<file path="config.mk">
export PLATFORM = sky130hd
export DESIGN_NAME = pmc_power_ctl
export DESIGN_NICKNAME = d
export VERILOG_FILES = /design/src/rtl/pmc_pkg.sv /design/src/rtl/pmc_wake_sync.sv /design/src/rtl/pmc_regs.sv /design/src/rtl/pmc_power.sv /design/src/rtl/pmc_power_ctl.sv
export SDC_FILE = /design/constraint.sdc
export NUM_CORES = 1
export LEC_CHECK = 0
export BUFFER_PORTS_ARGS = -buffer_cell sky130_fd_sc_hd__buf_4
export CAP_MARGIN = 20
export CORE_MARGIN = 3
export CORE_UTILIZATION = 39
export CTS_BUF_LIST = sky130_fd_sc_hd__clkbuf_4 sky130_fd_sc_hd__clkbuf_8
export DETAILED_ROUTE_END_ITERATION = 12
export PLACE_DENSITY = 0.81
export SYNTH_ARGS = -nofsm -noshare
export SYNTH_HDL_FRONTEND = slang
export SYNTH_SLANG_ARGS = --single-unit
</file>
<file path="constraint.sdc">
create_clock -name clk -period 1.6 [get_ports clk]
set_input_delay 0.24 -clock clk [delete_from_list [all_inputs] [get_ports clk]]
set_output_delay 0.24 -clock clk [all_outputs]
set_load 0.01 [all_outputs]
</file>
<file path="src/rtl/pmc_pkg.sv">
package pmc_pkg;

    localparam int WAKE_N      = 4;
    localparam int REG_W       = 32;
    localparam int BYTE_W      = 8;
    localparam int PWR_BIT     = 16;
    localparam int POL_LSB     = WAKE_N;
    localparam int ALM_IE_BIT  = 4;
    localparam int ALM_ST_BIT  = 7;
    localparam int SYNC_STAGES = 2;

    typedef enum logic [1:0] {
        SEL_CTL  = 2'd0,
        SEL_IEN  = 2'd1,
        SEL_STAT = 2'd2
    } reg_sel_e;

    typedef struct packed {
        logic              arm;
        logic [WAKE_N-1:0] pol_low;
        logic [WAKE_N-1:0] wake_en;
    } ctl_t;

    localparam ctl_t CTL_RESET = '{arm: 1'b0, pol_low: '1, wake_en: '0};

    function automatic logic [REG_W-1:0] ctl_pack(input ctl_t c);
        logic [REG_W-1:0] v;
        v = '0;
        v[WAKE_N-1:0]              = c.wake_en;
        v[POL_LSB +: WAKE_N]       = c.pol_low;
        v[PWR_BIT]                 = c.arm;
        return v;
    endfunction

    function automatic ctl_t ctl_unpack(input logic [REG_W-1:0] v);
        ctl_t c;
        c.wake_en = v[WAKE_N-1:0];
        c.pol_low = v[POL_LSB +: WAKE_N];
        c.arm     = v[PWR_BIT];
        return c;
    endfunction

endpackage

</file>
<file path="src/rtl/pmc_wake_sync.sv">
module pmc_wake_sync #(
    parameter int N      = 4,
    parameter int STAGES = 2
) (
    input  logic         clk,
    input  logic         rst,
    input  logic [N-1:0] pins_async,
    output logic [N-1:0] pins_sync
);
    generate
        for (genvar i = 0; i < N; i++) begin : g_pin
            logic [STAGES-1:0] chain;
            always_ff @(posedge clk) begin
                if (rst) chain <= '0;
                else     chain <= {chain[STAGES-2:0], pins_async[i]};
            end
            assign pins_sync[i] = chain[STAGES-1];
        end
    endgenerate
endmodule

</file>
<file path="src/rtl/pmc_regs.sv">
module pmc_regs
    import pmc_pkg::*;
(
    input  logic             clk,
    input  logic             rst,
    input  logic             wr_en,
    input  reg_sel_e         wr_sel,
    input  logic [REG_W-1:0] wr_data,
    input  logic             alarm_hit,
    input  logic             wake_clr,
    output ctl_t             ctl,
    output logic             alm_ie,
    output logic             alm_st,
    output logic             alarm_act
);
    ctl_t ctl_q;
    logic ie_q, st_q;
    logic unused_wr_bits;

    assign unused_wr_bits = ^{wr_data[REG_W-1:PWR_BIT+1], wr_data[PWR_BIT-1:BYTE_W]};
    assign alarm_act = alarm_hit & ie_q;

    always_ff @(posedge clk) begin
        if (rst) begin
            ctl_q <= CTL_RESET;
            ie_q  <= 1'b0;
            st_q  <= 1'b0;
        end else begin
            if (wr_en && wr_sel == SEL_CTL) ctl_q <= ctl_unpack(wr_data);
            if (wake_clr)                   ctl_q.arm <= 1'b0;
            if (wr_en && wr_sel == SEL_IEN) ie_q <= wr_data[ALM_IE_BIT];
            if (alarm_act)
                st_q <= 1'b1;
            else if (wr_en && wr_sel == SEL_STAT && wr_data[ALM_ST_BIT])
                st_q <= 1'b0;
        end
    end

    assign ctl    = ctl_q;
    assign alm_ie = ie_q;
    assign alm_st = st_q;


    alarm_sets_flag_chk: assert property (@(posedge clk) disable iff (rst)
        (alarm_hit && ie_q) |=> st_q);


    masked_alarm_chk: assert property (@(posedge clk) disable iff (rst)
        (alarm_hit && !ie_q && !(wr_en && wr_sel == SEL_STAT)) |=> $stable(st_q));


    wake_disarms_chk: assert property (@(posedge clk) disable iff (rst)
        wake_clr |=> !ctl_q.arm);
endmodule

</file>
<file path="src/rtl/pmc_power.sv">
module pmc_power (
    input  logic clk,
    input  logic rst,
    input  logic arm,
    input  logic alarm_act,
    input  logic wake_req,
    output logic power_en,
    output logic wake_clr
);
    logic on_q;

    assign wake_clr = wake_req & ~on_q;

    always_ff @(posedge clk) begin
        if (rst)                      on_q <= 1'b1;
        else if (!arm || wake_clr)    on_q <= 1'b1;
        else if (alarm_act)           on_q <= 1'b0;
    end

    assign power_en = on_q;


    unarmed_on_chk: assert property (@(posedge clk) disable iff (rst)
        !arm |=> on_q);


    alarm_off_chk: assert property (@(posedge clk) disable iff (rst)
        (arm && alarm_act && on_q) |=> !on_q);


    wake_on_chk: assert property (@(posedge clk) disable iff (rst)
        (wake_req && !on_q) |=> on_q);
endmodule

</file>
<file path="src/rtl/pmc_power_ctl.sv">
module pmc_power_ctl
    import pmc_pkg::*;
(
    input  logic              clk,
    input  logic              rst,
    input  logic              wr_en,
    input  logic [1:0]        wr_sel,
    input  logic [REG_W-1:0]  wr_data,
    input  logic              alarm2_hit,
    input  logic [WAKE_N-1:0] wake_pins,
    output logic              power_en,
    output logic              wake_req,
    output logic [REG_W-1:0]  ctl_rd,
    output logic [BYTE_W-1:0] ien_rd,
    output logic [BYTE_W-1:0] stat_rd
);
    ctl_t              ctl;
    logic              alm_ie, alm_st, alarm_act, wake_clr;
    logic [WAKE_N-1:0] pins_sync, pin_active;

    pmc_wake_sync #(.N(WAKE_N), .STAGES(SYNC_STAGES)) u_sync (
        .clk        (clk),
        .rst        (rst),
        .pins_async (wake_pins),
        .pins_sync  (pins_sync)
    );

    pmc_regs u_regs (
        .clk       (clk),
        .rst       (rst),
        .wr_en     (wr_en),
        .wr_sel    (reg_sel_e'(wr_sel)),
        .wr_data   (wr_data),
        .alarm_hit (alarm2_hit),
        .wake_clr  (wake_clr),
        .ctl       (ctl),
        .alm_ie    (alm_ie),
        .alm_st    (alm_st),
        .alarm_act (alarm_act)
    );

    assign pin_active = (pins_sync ^ ctl.pol_low) & ctl.wake_en;
    assign wake_req   = |pin_active;

    pmc_power u_power (
        .clk       (clk),
        .rst       (rst),
        .arm       (ctl.arm),
        .alarm_act (alarm_act),
        .wake_req  (wake_req),
        .power_en  (power_en),
        .wake_clr  (wake_clr)
    );

    always_comb begin
        ctl_rd  = ctl_pack(ctl);
        ien_rd  = '0;
        ien_rd[ALM_IE_BIT] = alm_ie;
        stat_rd = '0;
        stat_rd[ALM_ST_BIT] = alm_st;
    end


    wake_needs_enable_chk: assert property (@(posedge clk) disable iff (rst)
        wake_req |-> (ctl.wake_en != '0));


    wake_while_on_chk: assert property (@(posedge clk) disable iff (rst)
        (wake_req && power_en && ctl.arm && !alarm_act && !wr_en) |=> (power_en && ctl.arm));
endmodule

</file>
**After elaboration in Yosys (flattened, before gate mapping)**

Cells that the tools add are included.

- Bits in registers: 20
- Word-level logic and storage cells: 30

- Bitwise operators: 5
- Multiplexer cells: 2
- Reductions and logical operators: 11
- Equality and inequality tests: 2

Operators with widths:

| cell | number |
|---|---|
| $and A4 B4 Y4 | 1 |
| $logic_and A1 B1 Y1 | 4 |
| $reduce_or A2 Y1 | 2 |
| $reduce_or A4 Y1 | 1 |
| $xor A4 B4 Y4 | 1 |
| $and A1 B1 Y1 | 2 |
| $eq A2 B1 Y1 const B | 1 |
| $eq A2 B2 Y1 const B | 1 |
| $logic_not A2 Y1 | 1 |
| $mux W1 | 2 |
| $reduce_bool A2 Y1 | 1 |
| $logic_not A1 Y1 | 1 |
| $logic_or A1 B1 Y1 | 1 |
| $not A1 Y1 | 1 |

**Longest topological paths before layout**

Gate-level depths: netlist of run 1.

- Depth in word-level cells: 6
- Depth in mapped cells: 4

**Modules after synthesis**

Synthesis of run 1 repeated with hierarchy kept, for this count alone.

- Cells, all modules: 123
- Area, all modules: 1156.1 sq um

Modules (own cells, without submodules):

| module | times used | sequential area each (sq um) | cells each | area each (sq um) |
|---|---|---|---|---|
| pmc_regs | 1 | 220.2 | 52 | 511.7 |
| pmc_power_ctl | 1 | 0.0 | 47 | 350.3 |
| pmc_wake_sync | 1 | 160.2 | 20 | 240.2 |
| pmc_power | 1 | 20.0 | 4 | 53.8 |

**Worst setup path before layout of run 1**

OpenSTA, ideal clock, no wires.

- Path kind: register -> register
- Start: register u_regs.ctl_q, in the netlist u_regs.ctl[6]
- End: register u_power.on_q (netlist: u_power.power_en)
- Setup slack: 0.346 ns
- Clock period less this slack: 1.254 ns
- Arrival: 1.127 ns
- Library setup time: 0.127 ns
- Buffers on the path: 0
- Stages on the path, launching flop included: 5
- Data required time: 1.473 ns
- Path through: dfxtp_1 > xor2_1 > a22oi_1 > a31oi_1 > or3b_1

- Longest elaborated chain between the ends: 6

RTL lines:

| what | line | source |
|---|---|---|
| start: declaration | pmc_regs.sv:16 | `ctl_t ctl_q;` |
| start signal: assignment | pmc_regs.sv:29 | `if (wr_en && wr_sel == SEL_CTL) ctl_q <= ctl_unpack(wr_data);` |
| $xor A4 B4 Y4 | pmc_power_ctl.sv:42 | `assign pin_active = (pins_sync ^ ctl.pol_low) & ctl.wake_en;` |
| $and A4 B4 Y4 | pmc_power_ctl.sv:42 |  |
| $reduce_or A4 Y1 | pmc_power_ctl.sv:43 | `assign wake_req = \|pin_active;` |
| $and A1 B1 Y1 | pmc_power.sv:12 | `assign wake_clr = wake_req & ~on_q;` |
| $logic_or A1 B1 Y1 | pmc_power.sv:16 | `else if (!arm \|\| wake_clr) on_q <= 1'b1;` |
| $reduce_or A2 Y1 (no source line) | - |  |
| end signal: assignment | pmc_power.sv:15 | `if (rst) on_q <= 1'b1;` |
| end signal: assignment | pmc_power.sv:16 |  |
| end signal: assignment | pmc_power.sv:17 | `else if (alarm_act) on_q <= 1'b0;` |
| end: declaration | pmc_power.sv:10 | `logic on_q;` |

No other way between the ends.
A chain may end at the register's enable or synchronous reset.

**Worst setup path in the final report of run 1**

- Start: register u_regs.ctl_q, in the netlist u_regs.ctl[7]
- End: output wake_req

- Longest elaborated chain between the ends: 3

RTL lines:

| what | line | source |
|---|---|---|
| $xor A4 B4 Y4 | pmc_power_ctl.sv:42 |  |
| $and A4 B4 Y4 | pmc_power_ctl.sv:42 |  |
| $reduce_or A4 Y1 | pmc_power_ctl.sv:43 |  |
| end: declaration | pmc_power_ctl.sv:12 | `output logic wake_req,` |

No other way between the ends.

==> results of run 1 <==
==> kinds of logic after synthesis <==
kind of cell | Yosys count | share of synthesized area
flops | 20 | 0.3809
mux | 6 | 0.05715
compound gates | 9 | 0.06786
other cells | 1 | 0.003568
simple gates | 24 | 0.1500
xor+xnor | 4 | 0.03333
buf+inv | 44 | 0.3071
==> flip-flops by register name (all words and copies together) (netlist names) <==
| name | flops |
|---|---|
| u_regs.alm_ie | 1 |
| u_sync.g_pin.chain | 8 |
| u_regs.alm_st | 1 |
| u_power.power_en | 1 |
| u_regs.ctl | 9 |
==> worst register-to-register path, stage by stage, from the launching register on <==
cell	delay [ns]
dfxtp_1	0.35
xor2_1	0.17
a22oi_2	0.18
buf_4	0.13
a31oi_1	0.06
or3b_1	0.34
==> metal layers <==
layer	part of all wire	global-route usage
met1	0.37	0.1058
met2	0.50	0.1855
met3	0.13	0.03341
met4	0	0.02980
met5	0	0
==> cell usage after synthesis <==
cell and count:
buf_4 40, dfxtp_1 20, nor2b_1 8, mux2i_1 6, nor2_1 6, a211o_1 4
xor2_1 4, a22oi_1 3, and2b_1 3, clkbuf_1 2, a211oi_1 1, a31oi_1 1
and3_1 1, buf_6 1, conb_1 1, inv_1 1, nand2_1 1, nand3b_1 1
nand4b_1 1, nor2b_2 1, nor3b_4 1, or3b_1 1
==> where the power goes <==
part           leakage [uW]  internal, uW  total (uW)  switching, uW
combinational      0.000400          77.9         168           90.5
clock             0.0000210           138         274            136
sequential         0.000164           518         530           12.4
==> through the flow <==
step | worst slack [ns] | hold WS [ns]
floorplan | 0.3456 | 0.3578
global route | 0.007376 | 0.1340
detailed placement | 0.2278 | 0.4246
finish | 0.1264 | 0.1575
CTS | 0.02310 | 0.1492
global placement | 0.2389 | 0.4211
==> final cells by class <==
class                           instances  area share
Sequential cell                        20      0.3319
Timing Repair Buffer                   34      0.2116
Inverter                                1    0.003112
Clock buffer                            4     0.03008
Multi-Input combinational cell         80      0.3921
Tap cell                               30     0.03112
==> final timing paths <==
path                                                            end
worst min register to register  u_sync.g_pin[1].chain[1]$_SDFF_PP0_
worst max-delay path                                       wake_req
worst min-delay path            u_sync.g_pin[0].chain[0]$_SDFF_PP0_
worst max register to register        u_power.power_en$_SDFFE_PP1P_
==> timing repair <==
action | 4_1_cts | 5_1_grt
resized for setup | 0 | 2
endpoints found under the setup margin | 0 | 1
setup buffers | 0 | 1
==> results.cfg, run 1 <==
[critical_path]
max_stage_delay_ns = 0.35
crit_path_end_kind = primary output
critical_path_required_ns = 1.36
crit_path_max_fanout = 3
rr_worst_depth = 5
cp_num_buf_inv = 1
slowest_stage = dfxtp_1
startpoint_type = flop
r2r_slack_ns = 0.26
critPathTopFamily = flip-flops
worstPathArrival_ns = 1.23
r2r-start = u_regs.ctl[7]$_SDFFE_PP1P_
cp.depth = 4
path_class = reg2out
path_cells = xor2_1 -> a22oi_2 -> nand2_1 -> buf_4
startpoint = u_regs.ctl[7]$_SDFFE_PP1P_

[floorplanning]
die_h_um = 57.91
start_util = 0.4167
dieArea_sq_um = 3354
core_area_sq_um = 2522
die-width_um = 57.91
num_rows = 18
io_pins = 92

[power]
total_power_uw = 973.2
p_per_area_nw_per_um2 = 806.8
p_leak_uw = 0.0005854
peakVddDrop_v = 0.0005305

[timing]
period_minus_slack_ns = 1.474
fmax_ghz = 0.6786
fin_skew_ns = 0.0003527
rsz0062_at_grt = false
final_max_slew_viol_count = 0
tns_ns = 0
setup_viol = 0
min_period_over_period = 0.9210
hold_viol = 0

[layout]
area_delta_synth_final_pct = 14.76
final_core_util = 0.4782
final_common_cell = conb_1
fin_cells = 169
fin_nets = 182
final_cell_mix = conb_1, buf_4, dfxtp_1
num-fill-cells = 240
stdcell_area_sq_um = 1206
diodes = 0
multi_input_area_sq_um = 473.0
drive_gt1_frac = 0.3022
regArea_sq_um = 400.4

[clock_network]
ctsHoldBuffers = 0
cts.reportedPaths.clkPinSlew_ns = 0.10
clkLatencyLatePin_ns = 0.28
cts_tree = built
cts_sinks = 20
h-tree-depth = 1
clockBufferDepth = 2
cts_root_buf = clkbuf_4
cts_made_buffers = 3

[global_route]
grt_overflow = 0
track_usage = 0.09991
grt_pass1_vias = 623
antenna_found_initial = 0
grt_pass1_wl_mm = 2.628
grt_max_degree = 21

[logic_synthesis]
ys_seq_elements = 20
synth.distinct_cells = 22
synth_seq_area_share = 0.3810
synth_top_area_share = 0.3810
synth_area_leaders = dfxtp_1, buf_4, mux2i_1
syn_area_sq_um = 1051
yosysTopAreaCell = dfxtp_1
synth-warning-count = 0
syn_inst = 108
postSynthAreaPerCell_sq_um = 9.732

[route]
drtPass1Iterations = 4
drt_iter0_drc = 4
num_vias = 689
wire_per_inst_um = 9.935
routed_via_density = 4.077
ant_nets = 0
wl_mm = 1.679
drc = 0

[status]
outcome = finished, final reports clean

[placement]
placed_area_sq_um = 1152
dp_cells = 164
globalplace.congestion = 0.6701
dp_hpwl_mm = 1.413
port_buffers = 31

[hold_path]
min-delay-start = wake_pins[0]
whs_path_depth = 2
hp-class = in2reg

[flow_run]
cap_violations = 0
Power figures use the tool's default switching activity.
==> run 2: changes to the inputs <==
Settings changed: ABC_AREA set to 1.
==> run 2 against run 1 <==
  * Register-to-register slack better by 0.37 ns
  * Critical path depth is 2 higher
  * Sequential cell count stayed put
  * Final area is 1.7% lower
  * Global-route usage is 0.063 points lower
  * Critical endpoint unchanged
  * Maximum frequency is 4.1% higher
  * First-iteration DRC count grew to 6.8 times the previous value
  * Setup slack better by 0.058 ns
  * Non-clock buffer count is 3 lower
  * Area after synthesis is 3.3% higher
  * Wire length is 4.5% higher
==> results.cfg, run 2 <==
[status]
outcome = finished, final reports clean

[critical_path]
path_common_cell = nand2_1
slowest_stage = dfxtp_1
cp_num_buf_inv = 1
critPathTopFamily = flip-flops
worstPathArrival_ns = 1.18
critical_path_required_ns = 1.36
crit_path_end_kind = primary output
max_stage_delay_ns = 0.40
r2r_slack_ns = 0.63
path_class = reg2out
path_cells = nand2_1 -> nand2_1 -> nor2_1 -> nor2_2 -> nand2_2 -> buf_4
crit_path_max_fanout = 4
startpoint_type = flop

[floorplanning]
core_area_sq_um = 2567
io_pins = 92
dieArea_sq_um = 3454
num_rows = 18
start_util = 0.4230
die_h_um = 58.77
die-width_um = 58.77

[timing]
hold_viol = 0
setup_viol = 0
final_max_slew_viol_count = 0
min_period_over_period = 0.8850
fmax_ghz = 0.7062
rsz0062_at_grt = false
setup_slack_ns = 0.1839
fin_skew_ns = 0.01432
tns_ns = 0
period_minus_slack_ns = 1.416

[power]
p_clk_frac = 0.245
switching_share = 0.2741
p_int_uw = 678.0
comb_power_share = 0.183
seq_power_share = 0.572
p_per_area_nw_per_um2 = 787.4
power_switching_uw = 256.0
peakVddDrop_v = 0.0006456
p_leak_uw = 0.0006458

[layout]
drive_gt1_frac = 0.2241
final_cell_mix = conb_1, buf_4, nor2_1
largest_register_ffs = 9
diodes = 0
num-fill-cells = 270
regArea_sq_um = 400.4
fin_nets = 218
fin_cells = 204
final_common_cell = conb_1
multi_input_area_sq_um = 414.1
stdcell_area_sq_um = 1186
area_delta_synth_final_pct = 9.217
final_core_util = 0.4620

[clock_network]
cts_setup_buffers = 0
cts_root_buf = clkbuf_4
cts_tree = built
cts.reportedPaths.clkPinSlew_ns = 0.11
ctsHoldBuffers = 0
post_cts_resized = 0
clockBufferDepth = 2
cts_made_buffers = 3
h-tree-depth = 1
clkLatencyLatePin_ns = 0.29
cts_sinks = 20

[route]
drtPass1Iterations = 4
drt_iter0_drc = 27
wl_mm = 1.755
num_vias = 792
routed_via_density = 3.882
wire_per_inst_um = 8.603
drc = 0
ant_nets = 0

[flow_run]
cap_violations = 0

[placement]
placed_area_sq_um = 1164
post-place-ws_ns = 0.4490
dp_cells = 201
dp_hpwl_mm = 1.392
globalplace.congestion = 0.7932
port_buffers = 31

[logic_synthesis]
syn_inst = 147
synth-warning-count = 0
postSynthAreaPerCell_sq_um = 7.388
synth.distinct_cells = 17
synth_seq_area_share = 0.3687
async_reset_ff_frac = 0
syn_area_sq_um = 1086
synth_top_flop_cell = dfxtp_1
synth_top_area_share = 0.3687
yosysMostFrequentCell = buf_4
yosysTopAreaCell = dfxtp_1
synth_area_leaders = dfxtp_1, buf_4, nor2_1
synth-edff-count = 0
yosys-top-cells-count = buf_4, nor2_1, dfxtp_1, inv_1, nand2_1
ys_seq_elements = 20

[global_route]
grt_overflow = 0
antenna_found_initial = 0
grt_pass1_wl_mm = 2.670
grt_pass1_vias = 638
grt_max_degree = 13
track_usage = 0.09927

[hold_path]
hp-class = in2reg
-- run 2: cell types whose count changed after synthesis, sizes merged, moves of 6 or more --
cell	before	now
inv	1	21
nand3	0	7
o21ai	0	6
nand2	1	21
mux2i	6	0
nor2	6	22
nor2b	9	0
-- run 2: stage by stage --
stage | power, uW | hold slack [ns]
2_1_floorplan | 719.7 | 0.3470
3_3_place_gp | 713.5 | 0.3917
3_5_place_dp | 715.6 | 0.3922
4_1_cts | 940.6 | 0.1406
5_1_grt | 984.3 | 0.1404
6_report | 934.0 | 0.1503
-- run 2: metal layers --
metal  global-route usage  part of all wire  up-vias
met4              0.01618            0.0097        0
li1                     -                 -      421
met2               0.1625              0.48       46
met5                    0                 0        -
met1               0.1169              0.38      321
met3              0.05263              0.13        4
-- run 2: kinds of logic after synthesis --
group / count (synthesis) / share of synthesized area
flip-flops: 20 / 0.3687
other: 1 / 0.003453
AND/OR/NAND/NOR: 51 / 0.1982
AO/OA/AOI/OAI: 11 / 0.05529
buffers and inverters: 64 / 0.3744
-- run 2: layout make-up --
type | instances | area share
tap | 30 | 0.03165
multi-input combinational | 99 | 0.3492
timing repair buffer | 31 | 0.1962
sequential | 20 | 0.3376
inverter | 21 | 0.06646
clock buffer | 3 | 0.01899
-- run 2: worst reg2reg max path, stage by stage, from the launching register on --
cell     delay [ns]
dfxtp_1        0.40
nand2_1        0.07
nand2_1        0.06
nor2_1         0.04
nor2_2         0.10
nand2_2        0.07
nand2_2        0.06
nand2_1        0.04
nor2_1         0.08
-- run 2: final timing paths --
kind                                       start                                   to  cells after the start
max                   u_regs.ctl[7]$_SDFFE_PP1P_                             wake_req                      6
min                                 wake_pins[2]  u_sync.g_pin[2].chain[0]$_SDFF_PP0_                      3
max reg2reg           u_regs.ctl[7]$_SDFFE_PP1P_           u_regs.ctl[8]$_SDFFE_PP0P_                      8
min reg2reg  u_sync.g_pin[3].chain[0]$_SDFF_PP0_  u_sync.g_pin[3].chain[1]$_SDFF_PP0_                      2
-- run 2: power groups by stage --
stage	logic [uW]	clock network, uW	registers (uW)
2_1_floorplan	172	0	548
3_3_place_gp	168	0	545
3_5_place_dp	170	0	546
4_1_cts	170	236	534
5_1_grt	194	253	537
6_report	171	229	534
==> run 3: changes to the inputs <==
Settings changed: BUFFER_PORTS_ARGS -buffer_cell sky130_fd_sc_hd__buf_4 to -buffer_cell sky130_fd_sc_hd__buf_2, CORE_UTILIZATION 39 to 42, PLACE_DENSITY 0.81 to 0.86.
Clock period 1.6 ns to 1.7 ns, I/O delays scaled along.
==> run 3 against run 2 <==
  * Via count decreased by 3.2%
  * Hold slack improved by 0.0073 ns
  * Non-clock buffer count unchanged
  * Combinational power decreased by 18%
  * Sequential power decreased by 6.0%
  * Critical path depth unchanged
  * Sequential cell count unchanged
  * Register-to-register slack improved by 0.10 ns
  * Critical path type unchanged
==> results.cfg, run 3 (synthesis gave the netlist of run 2 again) <==
[timing]
final_max_slew_viol_count = 0
rsz0062_at_grt = false
setup_viol = 0
fin_skew_ns = 0.01189
tns_ns = 0
holdWs_ns = 0.1576
hold_viol = 0
fmax_ghz = 0.7003
min_period_over_period = 0.8400
period_minus_slack_ns = 1.428

[clock_network]
cts_sinks = 20
post_cts_resized = 0
cts_made_buffers = 3
cts.reportedPaths.clkPinSlew_ns = 0.11
cts_setup_buffers = 0
cts_root_buf = clkbuf_4
clkLatencyLatePin_ns = 0.30
clockBufferDepth = 2
cts_tree = built
h-tree-depth = 1
ctsHoldBuffers = 0

[floorplanning]
core_area_sq_um = 2340
io_pins = 92
die-width_um = 56.85
dieArea_sq_um = 3232
die_h_um = 56.85
num_rows = 17
start_util = 0.4642

[layout]
final_common_cell = conb_1
final_cell_mix = conb_1, buf_2, nor2_1
diodes = 0
fin_nets = 218
regArea_sq_um = 400.4
multi_input_area_sq_um = 414.1
num-fill-cells = 248
largest_register_ffs = 9
area_delta_synth_final_pct = 1.843
drive_gt1_frac = 0.2241
stdcell_area_sq_um = 1106

[route]
drt_iter0_drc = 27
num_vias = 767
routed_via_density = 3.797
wl_mm = 1.768
drtPass1Iterations = 4
wire_per_inst_um = 8.752
ant_nets = 0
drc = 0

[critical_path]
critPathTopFamily = flip-flops
path_cells = nand2_1 -> nand2_1 -> nor2_1 -> nor2_2 -> nand2_2 -> buf_2
critical_path_required_ns = 1.44
r2r_slack_ns = 0.73
worstPathArrival_ns = 1.17
r2r_end = u_regs.ctl[8]$_SDFFE_PP0P_
rr_worst_depth = 8
crit_path_max_fanout = 4
path_common_cell = nand2_1
max_stage_delay_ns = 0.39
cp_num_buf_inv = 1
path_class = reg2out
startpoint_type = flop
r2r-start = u_regs.ctl[7]$_SDFFE_PP1P_
slowest_stage = dfxtp_1
crit_path_end_kind = primary output

[power]
p_per_area_nw_per_um2 = 776.9
p_leak_uw = 0.0006209
total_power_uw = 859.3
peakVddDrop_v = 0.0004290

[global_route]
grt_pass1_wl_mm = 2.477
grt_overflow = 0
track_usage = 0.09901
grt_max_degree = 13
grt_pass1_vias = 599
antenna_found_initial = 0

[hold_path]
hold-path-endpoint = u_sync.g_pin[1].chain[0]$_SDFF_PP0_
whs_path_depth = 3
hp-class = in2reg
min-delay-start = wake_pins[1]

[flow_run]
cap_violations = 0

[placement]
placed_area_sq_um = 1084
dp_hpwl_mm = 1.425
globalplace.congestion = 0.7372
port_buffers = 31

[status]
outcome = finished, final reports clean
## run 3: cell counts in the layout (fill, tap and decap cells not counted)
No cell type changed its count.
## run 3: worst max-delay path by stage
| stage | from | slack, ns | end | depth (start not counted) |
|---|---|---|---|---|
| finish | u_regs.ctl[7]$_SDFFE_PP1P_ | 0.27 | wake_req | 6 |
| global route | u_regs.ctl[7]$_SDFFE_PP1P_ | 0.19 | wake_req | 6 |
| detailed placement | wr_sel[0] | 0.56 | u_regs.ctl[8]$_SDFFE_PP0P_ | 8 |
| global placement | wr_sel[0] | 0.58 | u_regs.ctl[8]$_SDFFE_PP0P_ | 8 |
| CTS | u_regs.ctl[7]$_SDFFE_PP1P_ | 0.25 | wake_req | 6 |
| floorplan | u_regs.ctl[7]$_SDFFE_PP1P_ | 0.72 | wake_req | 5 |
## run 3: final cells by class
class                   instances  share of cell area
clock buffers                   3             0.02036
inverters                      21             0.07127
multi-input cells              99              0.3744
flip-flops and latches         20              0.3620
well taps                      28             0.03167
repair buffers                 31              0.1403
## run 3: per-stage QoR
| step | utilization | worst slack, ns | cells |
|---|---|---|---|
| final | 0.4727 | 0.2721 | 202 |
| after global routing | 0.4727 | 0.1894 | 202 |
| after CTS | 0.4727 | 0.2528 | 202 |
| after detailed placement | 0.4631 | 0.5645 | 199 |
| after global placement | 0.4631 | 0.5773 | 199 |
| after floorplan | - | 0.7192 | 183 |
## run 3: worst reg2reg max path: stages (launching register included)
cell and delay (ns):
dfxtp_1 0.39, nand2_1 0.07, nand2_1 0.06, nor2_1 0.04, nor2_2 0.10, nand2_2 0.07, nand2_2 0.06, nand2_1 0.04
nor2_1 0.08
## run 3: power by group
group	switching, uW	internal [uW]	total [uW]
sequential	12.2	490	502
clock	134	82.6	216
combinational	95.0	46.0	141
## run 3: metal layers
layer / GRT usage / vias to the layer above / wire, um / share of wire
met1: 0.1066 / 317 / 651 / 0.37
met2: 0.1683 / 30 / 922 / 0.52
li1: - / 418 / - / -
met3: 0.05057 / 2 / 177 / 0.10
met4: 0.02980 / 0 / 17 / 0.0096
met5: 0 / - / 0 / 0
